--- src/rtl/opdec_pkg.sv ---
package opdec_pkg;
    localparam int WORD_W  = 16;
    localparam int GPR_N   = 8;
    localparam int GIDX_W  = $clog2(GPR_N);
    localparam int OPC_W   = 5;
    localparam int FA_W    = 6;
    localparam int FB_W    = 5;
    localparam int SEL_W   = 4;
    localparam int COST_W  = 3;
    localparam int GPR_BUS = GPR_N * WORD_W;

    typedef logic [WORD_W-1:0] word_t;

    typedef enum logic [1:0] {
        LOC_REG  = 2'd0,
        LOC_MEM  = 2'd1,
        LOC_LIT  = 2'd2,
        LOC_NONE = 2'd3
    } loc_kind_e;

    typedef struct packed {
        loc_kind_e        kind;
        logic [SEL_W-1:0] sel;
        word_t            val;
    } loc_t;

    typedef enum logic [2:0] {
        FS_IDLE,
        FS_A_REQ,
        FS_A_DAT,
        FS_B_REQ,
        FS_B_DAT,
        FS_FIN
    } fstate_e;

    localparam logic [SEL_W-1:0] SEL_SP = 4'd8;
    localparam logic [SEL_W-1:0] SEL_PC = 4'd9;
    localparam logic [SEL_W-1:0] SEL_EX = 4'd10;

    localparam logic [FB_W-1:0] SPC_CALL = 5'd1;

    // Operand codes that consume one trailing word
    function automatic logic needs_word(input logic [FA_W-1:0] code);
        return (code[5:3] == 3'b010) || (code == 6'h1a) ||
               (code == 6'h1e) || (code == 6'h1f);
    endfunction
endpackage

--- src/rtl/opnd_resolve.sv ---
module opnd_resolve
    import opdec_pkg::*;
#(
    parameter bit IS_SRC = 1'b1
) (
    input  logic [FA_W-1:0]    code,
    input  logic [GPR_BUS-1:0] gpr_i,
    input  word_t              sp_in,
    input  word_t              nw,
    output loc_t               loc,
    output word_t              sp_out
);
    word_t gval;

    always_comb begin
        gval       = gpr_i[code[GIDX_W-1:0]*WORD_W +: WORD_W];
        sp_out     = sp_in;
        loc.kind   = LOC_REG;
        loc.sel    = '0;
        loc.val    = '0;
        if (code[5]) begin
            loc.kind = LOC_LIT;
            loc.val  = {11'b0, code[4:0]} - word_t'(1);
        end else begin
            case (code[4:3])
                2'b00: loc.sel = {1'b0, code[2:0]};
                2'b01: begin
                    loc.kind = LOC_MEM;
                    loc.val  = gval;
                end
                2'b10: begin
                    loc.kind = LOC_MEM;
                    loc.val  = gval + nw;
                end
                default: begin
                    case (code[2:0])
                        3'd0: begin
                            loc.kind = LOC_MEM;
                            if (IS_SRC) begin
                                loc.val = sp_in;
                                sp_out  = sp_in + word_t'(1);
                            end else begin
                                loc.val = sp_in - word_t'(1);
                                sp_out  = sp_in - word_t'(1);
                            end
                        end
                        3'd1: begin
                            loc.kind = LOC_MEM;
                            loc.val  = sp_in;
                        end
                        3'd2: begin
                            loc.kind = LOC_MEM;
                            loc.val  = sp_in + nw;
                        end
                        3'd3: loc.sel = SEL_SP;
                        3'd4: loc.sel = SEL_PC;
                        3'd5: loc.sel = SEL_EX;
                        3'd6: begin
                            loc.kind = LOC_MEM;
                            loc.val  = nw;
                        end
                        default: begin
                            loc.kind = LOC_LIT;
                            loc.val  = nw;
                        end
                    endcase
                end
            endcase
        end
    end
endmodule

--- src/rtl/spec_table.sv ---
module spec_table
    import opdec_pkg::*;
(
    input  logic [FB_W-1:0]   code,
    output logic              known,
    output logic [COST_W-1:0] cost
);
    always_comb begin
        known = 1'b1;
        case (code)
            5'd0:    cost = 3'd1;
            5'd1:    cost = 3'd3;
            5'd2:    cost = 3'd1;
            5'd3:    cost = 3'd4;
            5'd4:    cost = 3'd1;
            5'd5:    cost = 3'd1;
            5'd6:    cost = 3'd2;
            5'd7:    cost = 3'd4;
            5'd8:    cost = 3'd4;
            default: begin
                known = 1'b0;
                cost  = 3'd0;
            end
        endcase
    end
endmodule

--- src/rtl/fetch_seq.sv ---
module fetch_seq
    import opdec_pkg::*;
(
    input  logic       clk,
    input  logic       rst,
    input  logic       start,
    input  logic       need_a,
    input  logic       need_b,
    input  word_t      pc_start,
    output logic       busy,
    output logic       done,
    output logic       mem_rd,
    output word_t      mem_addr,
    output logic       cap_a,
    output logic       cap_b,
    output word_t      pc_cur,
    output logic [1:0] nwords
);
    fstate_e state;

    always_ff @(posedge clk) begin
        if (rst) begin
            state  <= FS_IDLE;
            pc_cur <= '0;
            nwords <= '0;
        end else begin
            case (state)
                FS_IDLE: if (start) begin
                    pc_cur <= pc_start;
                    nwords <= '0;
                    state  <= need_a ? FS_A_REQ : (need_b ? FS_B_REQ : FS_FIN);
                end
                FS_A_REQ: begin
                    pc_cur <= pc_cur + word_t'(1);
                    nwords <= nwords + 2'd1;
                    state  <= FS_A_DAT;
                end
                FS_A_DAT: state <= need_b ? FS_B_REQ : FS_FIN;
                FS_B_REQ: begin
                    pc_cur <= pc_cur + word_t'(1);
                    nwords <= nwords + 2'd1;
                    state  <= FS_B_DAT;
                end
                FS_B_DAT: state <= FS_FIN;
                default:  state <= FS_IDLE;
            endcase
        end
    end

    assign busy     = (state != FS_IDLE);
    assign done     = (state == FS_FIN);
    assign mem_rd   = (state == FS_A_REQ) || (state == FS_B_REQ);
    assign mem_addr = pc_cur;
    assign cap_a    = (state == FS_A_DAT);
    assign cap_b    = (state == FS_B_DAT);

    AST_DONE_PULSE: assert property (@(posedge clk) disable iff (rst)
        done |=> !done);
    AST_REQ_SINGLE: assert property (@(posedge clk) disable iff (rst)
        mem_rd |=> !mem_rd);
    AST_PC_ADVANCE: assert property (@(posedge clk) disable iff (rst)
        mem_rd |=> pc_cur == $past(pc_cur) + word_t'(1));
    AST_WORD_LIMIT: assert property (@(posedge clk) disable iff (rst)
        done |-> nwords <= 2'd2);
endmodule

--- src/rtl/operand_decoder.sv ---
module operand_decoder
    import opdec_pkg::*;
(
    input  logic                clk,
    input  logic                rst,
    input  logic                start_i,
    input  logic [15:0]         instr_i,
    input  logic                skip_i,
    input  logic [15:0]         pc_i,
    input  logic [15:0]         sp_i,
    input  logic [127:0]        gpr_i,
    output logic                mem_rd_o,
    output logic [15:0]         mem_addr_o,
    input  logic [15:0]         mem_data_i,
    output logic                busy_o,
    output logic                done_o,
    output logic [4:0]          opcode_o,
    output logic                special_o,
    output logic [4:0]          spec_code_o,
    output logic                spec_known_o,
    output logic [2:0]          spec_cost_o,
    output logic [1:0]          a_kind_o,
    output logic [3:0]          a_sel_o,
    output logic [15:0]         a_val_o,
    output logic [1:0]          b_kind_o,
    output logic [3:0]          b_sel_o,
    output logic [15:0]         b_val_o,
    output logic                b_wr_o,
    output logic [15:0]         sp_o,
    output logic [15:0]         pc_o,
    output logic [1:0]          word_cycles_o
);
    word_t        instr_q, sp_q, nw_a_q, nw_b_q, view;
    logic         skip_q;
    logic         busy, done, cap_a, cap_b, need_a, need_b;
    word_t        pc_cur;
    logic [1:0]   nwords;

    logic [OPC_W-1:0] opc;
    logic [FB_W-1:0]  bfld;
    logic [FA_W-1:0]  afld;
    logic             special, is_call, known;
    logic [COST_W-1:0] cost;
    loc_t             loc_a, loc_b_raw, loc_b;
    word_t            sp_a, sp_b, sp_fin;

    // Decode from the live word when idle, from the held word otherwise
    assign view   = busy ? instr_q : instr_i;
    assign need_a = needs_word(view[15:10]);
    assign need_b = (view[4:0] != '0) && needs_word({1'b0, view[9:5]});

    always_ff @(posedge clk) begin
        if (rst) begin
            instr_q <= '0;
            sp_q    <= '0;
            skip_q  <= 1'b0;
            nw_a_q  <= '0;
            nw_b_q  <= '0;
        end else begin
            if (start_i && !busy) begin
                instr_q <= instr_i;
                sp_q    <= sp_i;
                skip_q  <= skip_i;
            end
            if (cap_a) nw_a_q <= mem_data_i;
            if (cap_b) nw_b_q <= mem_data_i;
        end
    end

    fetch_seq u_seq (
        .clk      (clk),
        .rst      (rst),
        .start    (start_i),
        .need_a   (need_a),
        .need_b   (need_b),
        .pc_start (pc_i),
        .busy     (busy),
        .done     (done),
        .mem_rd   (mem_rd_o),
        .mem_addr (mem_addr_o),
        .cap_a    (cap_a),
        .cap_b    (cap_b),
        .pc_cur   (pc_cur),
        .nwords   (nwords)
    );

    assign opc     = instr_q[4:0];
    assign bfld    = instr_q[9:5];
    assign afld    = instr_q[15:10];
    assign special = (opc == '0);
    assign is_call = special && (bfld == SPC_CALL);

    // Source first: the destination sees the source's stack effect
    opnd_resolve #(.IS_SRC(1'b1)) u_res_a (
        .code   (afld),
        .gpr_i  (gpr_i),
        .sp_in  (sp_q),
        .nw     (nw_a_q),
        .loc    (loc_a),
        .sp_out (sp_a)
    );

    opnd_resolve #(.IS_SRC(1'b0)) u_res_b (
        .code   ({1'b0, bfld}),
        .gpr_i  (gpr_i),
        .sp_in  (sp_a),
        .nw     (nw_b_q),
        .loc    (loc_b_raw),
        .sp_out (sp_b)
    );

    spec_table u_spec (
        .code  (bfld),
        .known (known),
        .cost  (cost)
    );

    always_comb begin
        loc_b  = loc_b_raw;
        sp_fin = sp_b;
        if (special) begin
            sp_fin     = sp_a;
            loc_b.kind = LOC_NONE;
            loc_b.sel  = '0;
            loc_b.val  = '0;
            if (is_call) begin
                sp_fin     = sp_a - word_t'(1);
                loc_b.kind = LOC_MEM;
                loc_b.val  = sp_a - word_t'(1);
            end
        end
    end

    assign busy_o        = busy;
    assign done_o        = done;
    assign opcode_o      = opc;
    assign special_o     = special;
    assign spec_code_o   = bfld;
    assign spec_known_o  = special && known;
    assign spec_cost_o   = special ? cost : '0;
    assign a_kind_o      = loc_a.kind;
    assign a_sel_o       = loc_a.sel;
    assign a_val_o       = loc_a.val;
    assign b_kind_o      = loc_b.kind;
    assign b_sel_o       = loc_b.sel;
    assign b_val_o       = loc_b.val;
    assign b_wr_o        = special ? is_call : (bfld != 5'h1f);
    assign sp_o          = skip_q ? sp_q : sp_fin;
    assign pc_o          = pc_cur;
    assign word_cycles_o = nwords;

    AST_LIT_READONLY: assert property (@(posedge clk) disable iff (rst)
        done && (loc_b.kind == LOC_LIT || loc_b.kind == LOC_NONE) |-> !b_wr_o);
    AST_CALL_SLOT: assert property (@(posedge clk) disable iff (rst)
        done && is_call && !skip_q |-> loc_b.val == sp_o);
    AST_SPECIAL_NOFETCH: assert property (@(posedge clk) disable iff (rst)
        cap_b |-> !special);
endmodule

--- config.mk ---
export PLATFORM = sky130hd
export DESIGN_NAME = operand_decoder
export DESIGN_NICKNAME = d
export VERILOG_FILES = /design/src/rtl/opdec_pkg.sv /design/src/rtl/opnd_resolve.sv /design/src/rtl/spec_table.sv /design/src/rtl/fetch_seq.sv /design/src/rtl/operand_decoder.sv
export SDC_FILE = /design/constraint.sdc
export NUM_CORES = 1
export LEC_CHECK = 0
export ABC_AREA = 1
export ABC_CLOCK_PERIOD_IN_PS = 4600
export BUFFER_PORTS_ARGS = -buffer_cell sky130_fd_sc_hd__buf_2
export CAP_MARGIN = 20
export CORE_UTILIZATION = 46
export DETAILED_ROUTE_END_ITERATION = 8
export PLACE_DENSITY = 0.81
export SYNTH_ARGS = -nofsm -noshare
export SYNTH_HDL_FRONTEND = slang
export SYNTH_SLANG_ARGS = --single-unit
--- constraint.sdc ---
create_clock -name clk -period 4.6 [get_ports clk]
set_input_delay 0.46 -clock clk [delete_from_list [all_inputs] [get_ports clk]]
set_output_delay 0.46 -clock clk [all_outputs]
set_load 0.02 [all_outputs]
Word-level counts from Yosys, hierarchy flattened
Cells that the tools add are included.
{"block": "classes", "add_sub_neg": 9, "eq_ne": 39, "shift": 2, "n_mux": 39, "reduce_logical": 36}
{"op": "variable part select 128 x 8 -> 16 bit", "count": 2}
{"op": "2-to-1 mux 16 bit", "count": 12}
{"op": "one-hot mux 16 bit (3 select lines)", "count": 3}
{"op": "adder 16 bit", "count": 4}
{"op": "one-hot mux 16 bit (4 select lines)", "count": 1}
{"op": "adder 16 x 1 -> 16 bit, second input constant", "count": 2}
{"op": "one-hot mux 16 bit (2 select lines)", "count": 1}
{"op": "== test 3 bit, second input constant", "count": 8}
{"op": "one-hot mux 4 bit (3 select lines)", "count": 2}
{"op": "2-to-1 mux 22 bit", "count": 1}
{"op": "== test 3 x 2 -> 1 bit, second input constant", "count": 7}
{"op": "== test 5 x 3 -> 1 bit, second input constant", "count": 4}
{"op": "one-hot mux 2 bit (2 select lines)", "count": 5}
{"op": "== test 6 x 5 -> 1 bit, second input constant", "count": 3}
{"op": "one-hot mux 4 bit (2 select lines)", "count": 2}
{"op": "subtractor 16 x 1 -> 16 bit, second input constant", "count": 1}
{"op": "== test 5 bit, second input constant", "count": 3}
{"op": "one-hot mux 3 bit (5 select lines)", "count": 1}
{"op": "OR reduction 3 bit", "count": 5}
{"op": "2-to-1 mux 3 bit", "count": 4}
{"op": "one-hot mux 3 bit (4 select lines)", "count": 1}
{"op": "OR reduction 4 bit", "count": 3}
{"op": "== test 5 x 2 -> 1 bit, second input constant", "count": 2}
{"op": "zero test 5 bit", "count": 2}
{"op": "23 further kinds", "count": 46}
{"block": "word_totals", "regBits": 86, "out_inout_bits": 113, "word_cells": 133}

Logic depth before layout (Yosys ltp)
{"block": "depth", "depth_word": 11, "mapped_depth": 26, "ltp_nobuf": 24}

Hierarchy
From an unflattened synthesis, not the netlist that was laid out.
{"block": "hier_totals", "hier_cells": 2565, "area_unflattened_um2": 14046.0}
{"mod": "opnd_resolve at u_res_b", "instances": 1, "cells_per_inst": 915, "area_per_inst_um2": 4662.0, "seq_area_each_um2": 0.0}
{"mod": "opnd_resolve at u_res_a", "instances": 1, "cells_per_inst": 805, "area_per_inst_um2": 4181.5, "seq_area_each_um2": 0.0}
{"mod": "operand_decoder", "instances": 1, "cells_per_inst": 584, "area_per_inst_um2": 3639.7, "seq_area_each_um2": 1301.2}
{"mod": "fetch_seq", "instances": 1, "cells_per_inst": 241, "area_per_inst_um2": 1475.2, "seq_area_each_um2": 420.4}
{"mod": "spec_table", "instances": 1, "cells_per_inst": 20, "area_per_inst_um2": 87.6, "seq_area_each_um2": 0.0}

Least setup slack after synthesis
Ideal clock, no wire load.
{"block": "synth_timing", "path_type": "register -> output", "startpoint": "register instr_q[10]", "endpoint": "output b_val_o[10]", "arrival_ns": 3.611, "t_required_ns": 4.140, "setup_slack_ns": 0.529, "stages_incl_launch_ff": 24, "path_buffers": 2, "cell_sequence": "dfxtp_1 > inv_1 > clkbuf_1 > clkbuf_1 > ha_1 > nand2_2 > inv_2 > nand3_1 > nand2_2 > inv_1 > ha_1 > fa_1 > nand3_1 > nand3_1 > inv_1 > o21ai_0 > a21o_1 > or2_2 > a31oi_1 > nand2_1 > o21ai_1 > nand2_1 > nand2_1 > nand2_1"}
{"block": "synth_between", "elab_chain_cells": 8, "elab_cells_between_ends": 10, "cone_classes": "2 x add/sub; 7 x mux; 1 x reduce/logical"}
{"item": "from (decl)", "line_no": "operand_decoder.sv:33", "text": "word_t instr_q, sp_q, nw_a_q, nw_b_q, view;"}
{"item": "from (signal assigned)", "line_no": "operand_decoder.sv:61", "text": "instr_q <= instr_i;"}
{"item": "zero test 3 bit *", "line_no": "opnd_resolve.sv:36", "text": "case (code[2:0])"}
{"item": "2-to-1 mux 16 bit *", "line_no": "opnd_resolve.sv:36"}
{"item": "2-to-1 mux 16 bit *", "line_no": "opnd_resolve.sv:25", "text": "case (code[4:3])"}
{"item": "2-to-1 mux 16 bit *", "line_no": "opnd_resolve.sv:21", "text": "if (code[5]) begin"}
{"item": "adder 16 bit or subtractor 16 x 1 -> 16 bit (tied branches)", "line_no": "opnd_resolve.sv:53, opnd_resolve.sv:43, operand_decoder.sv:129"}
{"item": "one-hot mux 16 bit (4 select lines)", "line_no": "opnd_resolve.sv:36"}
{"item": "one-hot mux 16 bit (3 select lines)", "line_no": "opnd_resolve.sv:25"}
{"item": "2-to-1 mux 22 bit *", "line_no": "operand_decoder.sv:121", "text": "if (special) begin"}
{"item": "to (decl)", "line_no": "operand_decoder.sv:27", "text": "output logic [15:0] b_val_o,"}
Mark *: on every way between the ends. The rest lies on a longest branch, timed or not.

Worst setup path in the final report
{"block": "layout_timing", "startpoint": "register instr_q[6]", "endpoint": "output b_val_o[14]"}
{"block": "layout_between", "elab_chain_cells": 5, "elab_cells_between_ends": 15, "cone_classes": "1 x add/sub; 6 x eq/ne; 1 x shift; 4 x mux; 3 x reduce/logical"}
{"item": "branches (longest 4 deep; another with adder 16 bit)"}
{"item": "2-to-1 mux 22 bit *", "line_no": "operand_decoder.sv:121"}
Mark *: on every way between the ends.

==> report_table.html <==
<table>
<tr><th>Metric</th><th>Value</th></tr>
<tr><th colspan="2">Clocking</th></tr>
<tr><td>CTS tree</td><td>built</td></tr>
<tr><td>Htree depth</td><td>3</td></tr>
<tr><td>Worst-case clock buffer depth</td><td>2</td></tr>
<tr><td>Clock latency on the worst-skew pair</td><td>0.36 ns</td></tr>
<tr><td>Library cell used as clock root buffer</td><td>sky130_fd_sc_hd__clkbuf_16</td></tr>
<tr><td>Worst-path clk slew</td><td>0.07 ns</td></tr>
<tr><td>Total CTS buffers</td><td>9</td></tr>
<tr><td>Number of sinks handled by clock tree synthesis</td><td>between 80 and 90</td></tr>
<tr><th colspan="2">Synthesis</th></tr>
<tr><td>Area of the mapped netlist</td><td>roughly 12000 um^2</td></tr>
<tr><td>Share of synthesized area occupied by flip-flops and latches</td><td>0.146</td></tr>
<tr><td>Share of synthesized registers carrying an async set or reset</td><td>0</td></tr>
<tr><td>Top flip-flop cell by instance count after synthesis</td><td>sky130_fd_sc_hd__dfxtp_1</td></tr>
<tr><td>Number of flops mapped to enable cells by yosys</td><td>0</td></tr>
<tr><td>Flip-flop and latch count after synthesis</td><td>86</td></tr>
<tr><td>Cell count after synthesis</td><td>approximately 2000</td></tr>
<tr><td>Netlist cell types</td><td>60</td></tr>
<tr><td>Total nets after synthesis</td><td>around 2300</td></tr>
<tr><td>Warning count from the yosys run</td><td>0</td></tr>
<tr><td>Average instance area after synthesis</td><td>5.97 um^2</td></tr>
<tr><th colspan="2">STA</th></tr>
<tr><td>Setup_tns</td><td>0 ns</td></tr>
<tr><td>Final-report max-slew violation count</td><td>0</td></tr>
<tr><td>Number of setup violations in the final report</td><td>0</td></tr>
<tr><td>Clock tree skew after final layout</td><td>0.00644 ns</td></tr>
<tr><td>Post-route minimum period</td><td>roughly 4.4 ns</td></tr>
<tr><td>Worst-Margin Slew</td><td>around 0.99 ns</td></tr>
<tr><td>Period Utilization, post-route</td><td>0.946</td></tr>
<tr><td>Worst hold-check slack</td><td>about 0.36 ns</td></tr>
<tr><td>Highest achievable clock rate</td><td>roughly 0.23 GHz</td></tr>
<tr><td>Final worst slack</td><td>roughly 0.25 ns</td></tr>
<tr><td>Slew headroom</td><td>0.339</td></tr>
<tr><td>Number of hold violations in the final report</td><td>0</td></tr>
<tr><td>Unrepaired setup endpoints after global routing</td><td>true</td></tr>
<tr><th colspan="2">Global route</th></tr>
<tr><td>Largest net degree at the start of global routing</td><td>64</td></tr>
<tr><td>Met3 capacity usage during global routing</td><td>0.0733</td></tr>
<tr><td>Gr usage total</td><td>0.382</td></tr>
<tr><td>Global-route track usage on met1</td><td>0.486</td></tr>
<tr><td>Global-route wire length before repair</td><td>78200 um</td></tr>
<tr><td>Vias in the first global route</td><td>~14000</td></tr>
<tr><td>Overall overflow remaining after global route</td><td>0</td></tr>
<tr><td>Met2 GRT Util</td><td>0.602</td></tr>
<tr><td>Global-route layer with the greatest usage</td><td>met2</td></tr>
<tr><td>Number of antenna violations at the first check in global routing</td><td>1</td></tr>
<tr><th colspan="2">Final layout</th></tr>
<tr><td>Post-route standard cell area excluding fillers</td><td>approximately 14000 um^2</td></tr>
<tr><td>Share of layout cells above drive strength 1</td><td>0.208</td></tr>
<tr><td>Area overhead of the layout relative to synthesis</td><td>17.3%</td></tr>
<tr><td>Top library cells by usage in the layout, fill and taps aside</td><td>391 x sky130_fd_sc_hd__nand2_1, 308 x sky130_fd_sc_hd__buf_2, 217 x sky130_fd_sc_hd__o21ai_0</td></tr>
<tr><td>Post-layout nets</td><td>2484</td></tr>
<tr><td>Most common cell after layout, fill and taps aside</td><td>sky130_fd_sc_hd__nand2_1</td></tr>
<tr><td>Antenna cells</td><td>0</td></tr>
<tr><th colspan="2">Placed design</th></tr>
<tr><td>Setup slack after placement</td><td>approximately 0.43 ns</td></tr>
<tr><td>Area post-placement</td><td>approximately 13000 um^2</td></tr>
<tr><td>Port buffer count</td><td>between 300 and 400</td></tr>
<tr><td>HPWL after detailed placement</td><td>a little over 40000 um</td></tr>
<tr><td>Global placement routability congestion</td><td>between 1 and 1.5</td></tr>
<tr><th colspan="2">Setup path</th></tr>
<tr><td>Arrival time of data at the critical path endpoint</td><td>just under 4 ns</td></tr>
<tr><td>Type of destination of the critical path</td><td>output pin</td></tr>
<tr><td>Reg-to-Reg Start</td><td>u_seq.state[0]</td></tr>
<tr><td>Crit Path Max Fanout</td><td>23</td></tr>
<tr><td>Type of element launching the critical path</td><td>register</td></tr>
<tr><td>Flop2flop setup slack</td><td>approximately 2.2 ns</td></tr>
<tr><td>Worst reg-to-reg path cell count</td><td>6</td></tr>
<tr><td>Data required time at the worst endpoint</td><td>between 4 and 5 ns</td></tr>
<tr><td>Worst flop-to-flop path endpoint</td><td>nw_a_q[15]</td></tr>
<tr><td>Worst Path Class, Setup</td><td>register to output pin</td></tr>
<tr><th colspan="2">Route</th></tr>
<tr><td>Via count normalized by instance count</td><td>6.16</td></tr>
<tr><td>Avg WL per Cell</td><td>20.4 um</td></tr>
<tr><td># DRC</td><td>0</td></tr>
<tr><td>Total number of vias</td><td>between 15000 and 20000</td></tr>
<tr><td>Routed wire length</td><td>a little over 50000 um</td></tr>
<tr><td>TritonRoute pass-1 iters</td><td>7</td></tr>
<tr><td>Antenna violation net count after detailed routing</td><td>0</td></tr>
<tr><td>Initial drt markers</td><td>1889</td></tr>
<tr><th colspan="2">Floorplanning</th></tr>
<tr><td>Floorplan Core Area</td><td>25100 um^2</td></tr>
<tr><td>Initial standard-cell utilization of the core</td><td>0.469</td></tr>
<tr><td>Die area</td><td>~26000 um^2</td></tr>
<tr><td>Die Span X</td><td>approximately 160 um</td></tr>
<tr><td>Top-Level Pins</td><td>309</td></tr>
<tr><td>Height of the die</td><td>162 um</td></tr>
<tr><td>Number of placement rows</td><td>58</td></tr>
<tr><th colspan="2">Power and ir drop</th></tr>
<tr><td>Leak pwr</td><td>approximately 6.9 nW</td></tr>
<tr><td>Max VDD drop</td><td>between 0.0003 and 0.0004 V</td></tr>
<tr><td>Overall power after layout</td><td>8.11 mW</td></tr>
<tr><td>Power Density</td><td>~590 nW/um^2</td></tr>
<tr><th colspan="2">Hold path</th></tr>
<tr><td>Cell depth of the worst min-delay path</td><td>3</td></tr>
<tr><td>Min-Delay Path Class</td><td>input pin to register</td></tr>
<tr><td>Hold Crit Endpoint</td><td>nw_a_q[14]</td></tr>
<tr><td>Startpoint of the most critical hold path</td><td>mem_data_i[14]</td></tr>
<tr><th colspan="2">Flow run</th></tr>
<tr><td>Max Cap Viol</td><td>0</td></tr>
<tr><th colspan="2">Outcome</th></tr>
<tr><td>Run status</td><td>complete, no violations</td></tr>
</table>
## report_power, final
part / switching (mW) / internal, mW / total, mW
sequential: 0.372 / 0.955 / 1.33
clock: 0.318 / 0.475 / 0.793
combinational: 4.10 / 1.90 / 5.99
## logic make-up (layout without fill, tap and decap cells)
kind of cell / Yosys count / after routing / synth area share
AO/OA/AOI/OAI: 636 / 636 / 0.322
XOR/XNOR: 28 / 28 / 0.0215
adder cells (fa/ha/maj): 86 / 86 / 0.0940
buffers and inverters: 328 / 564 / 0.116
flip-flops: 86 / 86 / 0.146
multiplexers: 1 / 1 / 0.000851
AND/OR/NAND/NOR: 806 / 806 / 0.300
## worst max-delay path, stage by stage, from the launching register on
cell                      delay, ns
sky130_fd_sc_hd__dfxtp_2       0.36
sky130_fd_sc_hd__inv_1         0.15
sky130_fd_sc_hd__nand2_1       0.10
sky130_fd_sc_hd__inv_2         0.40
sky130_fd_sc_hd__a22oi_1       0.19
sky130_fd_sc_hd__a32oi_1       0.43
sky130_fd_sc_hd__ha_1          0.36
sky130_fd_sc_hd__a21oi_1       0.21
sky130_fd_sc_hd__o21ai_0       0.13
sky130_fd_sc_hd__nand2_1       0.08
sky130_fd_sc_hd__nand4_1       0.11
sky130_fd_sc_hd__nand2_1       0.11
sky130_fd_sc_hd__nand2_1       0.05
sky130_fd_sc_hd__a21oi_1       0.16
sky130_fd_sc_hd__nor2_1        0.05
sky130_fd_sc_hd__o21ai_0       0.16
sky130_fd_sc_hd__nand2_1       0.07
sky130_fd_sc_hd__nand2_1       0.10
sky130_fd_sc_hd__nand2_1       0.06
sky130_fd_sc_hd__nand2_1       0.07
sky130_fd_sc_hd__buf_2         0.16
## layout make-up
cell class | count | area (um^2)
Clock buffer | 10 | 229
Clock inverter | 6 | 86.3
Fill cell | 2667 | 11300
Inverter | 208 | 793
Multi-Input combinational cell | 1557 | 8770
Sequential cell | 86 | 1730
Tap cell | 330 | 413
Timing Repair Buffer | 339 | 1780
Timing Repair inverter | 1 | 5.00
## repair_timing
action	CTS	global route
setup buffers	0	2
endpoints found under the setup margin	0	17
hold buffers	0	0
gates resized for setup	0	30
hold endpoints to repair	0	0
## how the worst max path moves through the flow
stage	start	end	slack (ns)	cells past startpoint
global placement	instr_q[5]	b_val_o[14]	0.49	21
floorplan	instr_q[10]	b_val_o[10]	0.53	23
CTS	instr_q[5]	b_val_o[14]	0.03	21
global route	instr_q[5]	b_val_o[14]	-0.12	21
finish	instr_q[6]	b_val_o[14]	0.25	20
detailed placement	instr_q[5]	b_val_o[13]	0.43	19
## layer usage
| layer | part of all wire | up-vias | routed length [um] |
|---|---|---|---|
| met2 | 0.44 | 1024 | 22600 |
| met5 | 0.00025 | - | 13 |
| li1 | - | 7279 | - |
| met3 | 0.10 | 163 | 5320 |
| met4 | 0.059 | 2 | 3040 |
| met1 | 0.40 | 7166 | 20800 |
## state kept, by name (all words and copies together) (netlist names)
register,cells
instr_q,16
nw_a_q,16
nw_b_q,16
sp_q,16
u_seq.mem_addr,16
u_seq.state,3
u_seq.nwords,2
skip_q,1
## cells in the mapped netlist (3+ instances only)
cell type | n | area share
sky130_fd_sc_hd__fa_1 | 4 | 0.0068
sky130_fd_sc_hd__nor2_2 | 3 | 0.0016
sky130_fd_sc_hd__a21oi_1 | 175 | 0.074
sky130_fd_sc_hd__o21ai_1 | 17 | 0.0072
sky130_fd_sc_hd__a22o_1 | 5 | 0.0037
sky130_fd_sc_hd__dfxtp_1 | 86 | 0.15
sky130_fd_sc_hd__nand2_4 | 4 | 0.0038
sky130_fd_sc_hd__a21o_1 | 6 | 0.0038
sky130_fd_sc_hd__a32oi_1 | 4 | 0.0030
sky130_fd_sc_hd__nor4_1 | 5 | 0.0027
sky130_fd_sc_hd__nand4_1 | 23 | 0.012
sky130_fd_sc_hd__buf_4 | 26 | 0.017
sky130_fd_sc_hd__inv_1 | 189 | 0.060
sky130_fd_sc_hd__buf_1 | 14 | 0.0045
sky130_fd_sc_hd__nand3_2 | 5 | 0.0043
sky130_fd_sc_hd__o211ai_1 | 41 | 0.026
sky130_fd_sc_hd__nand2_2 | 18 | 0.0096
sky130_fd_sc_hd__clkinv_1 | 3 | 0.00096
sky130_fd_sc_hd__clkbuf_1 | 63 | 0.020
sky130_fd_sc_hd__inv_2 | 14 | 0.0045
sky130_fd_sc_hd__nor2_1 | 194 | 0.062
sky130_fd_sc_hd__a31oi_1 | 27 | 0.014
sky130_fd_sc_hd__o21ai_0 | 220 | 0.094
sky130_fd_sc_hd__buf_2 | 16 | 0.0068
sky130_fd_sc_hd__a21boi_0 | 3 | 0.0019
sky130_fd_sc_hd__nor3_1 | 15 | 0.0064
sky130_fd_sc_hd__ha_1 | 82 | 0.087
sky130_fd_sc_hd__xor2_1 | 22 | 0.016
sky130_fd_sc_hd__o221ai_1 | 16 | 0.012
sky130_fd_sc_hd__o2111ai_1 | 3 | 0.0022
sky130_fd_sc_hd__nor2_4 | 7 | 0.0067
sky130_fd_sc_hd__nand2_1 | 394 | 0.13
sky130_fd_sc_hd__o22ai_1 | 18 | 0.0096
sky130_fd_sc_hd__xnor2_1 | 5 | 0.0037
sky130_fd_sc_hd__or2_2 | 21 | 0.011
sky130_fd_sc_hd__nor2_8 | 3 | 0.0051
sky130_fd_sc_hd__a221oi_1 | 30 | 0.022
sky130_fd_sc_hd__o21a_1 | 4 | 0.0026
sky130_fd_sc_hd__a22oi_1 | 37 | 0.024
sky130_fd_sc_hd__o31ai_1 | 4 | 0.0026
sky130_fd_sc_hd__a211oi_1 | 13 | 0.0083
sky130_fd_sc_hd__nand3_1 | 110 | 0.047
## per-stage QoR
step           std cells   util
2_1_floorplan       1971      -
3_3_place_gp        2518  0.532
3_5_place_dp        2518  0.532
4_1_cts             2534  0.545
5_1_grt             2537  0.550
6_report            2537  0.550
(Power assumes the default switching activity.)
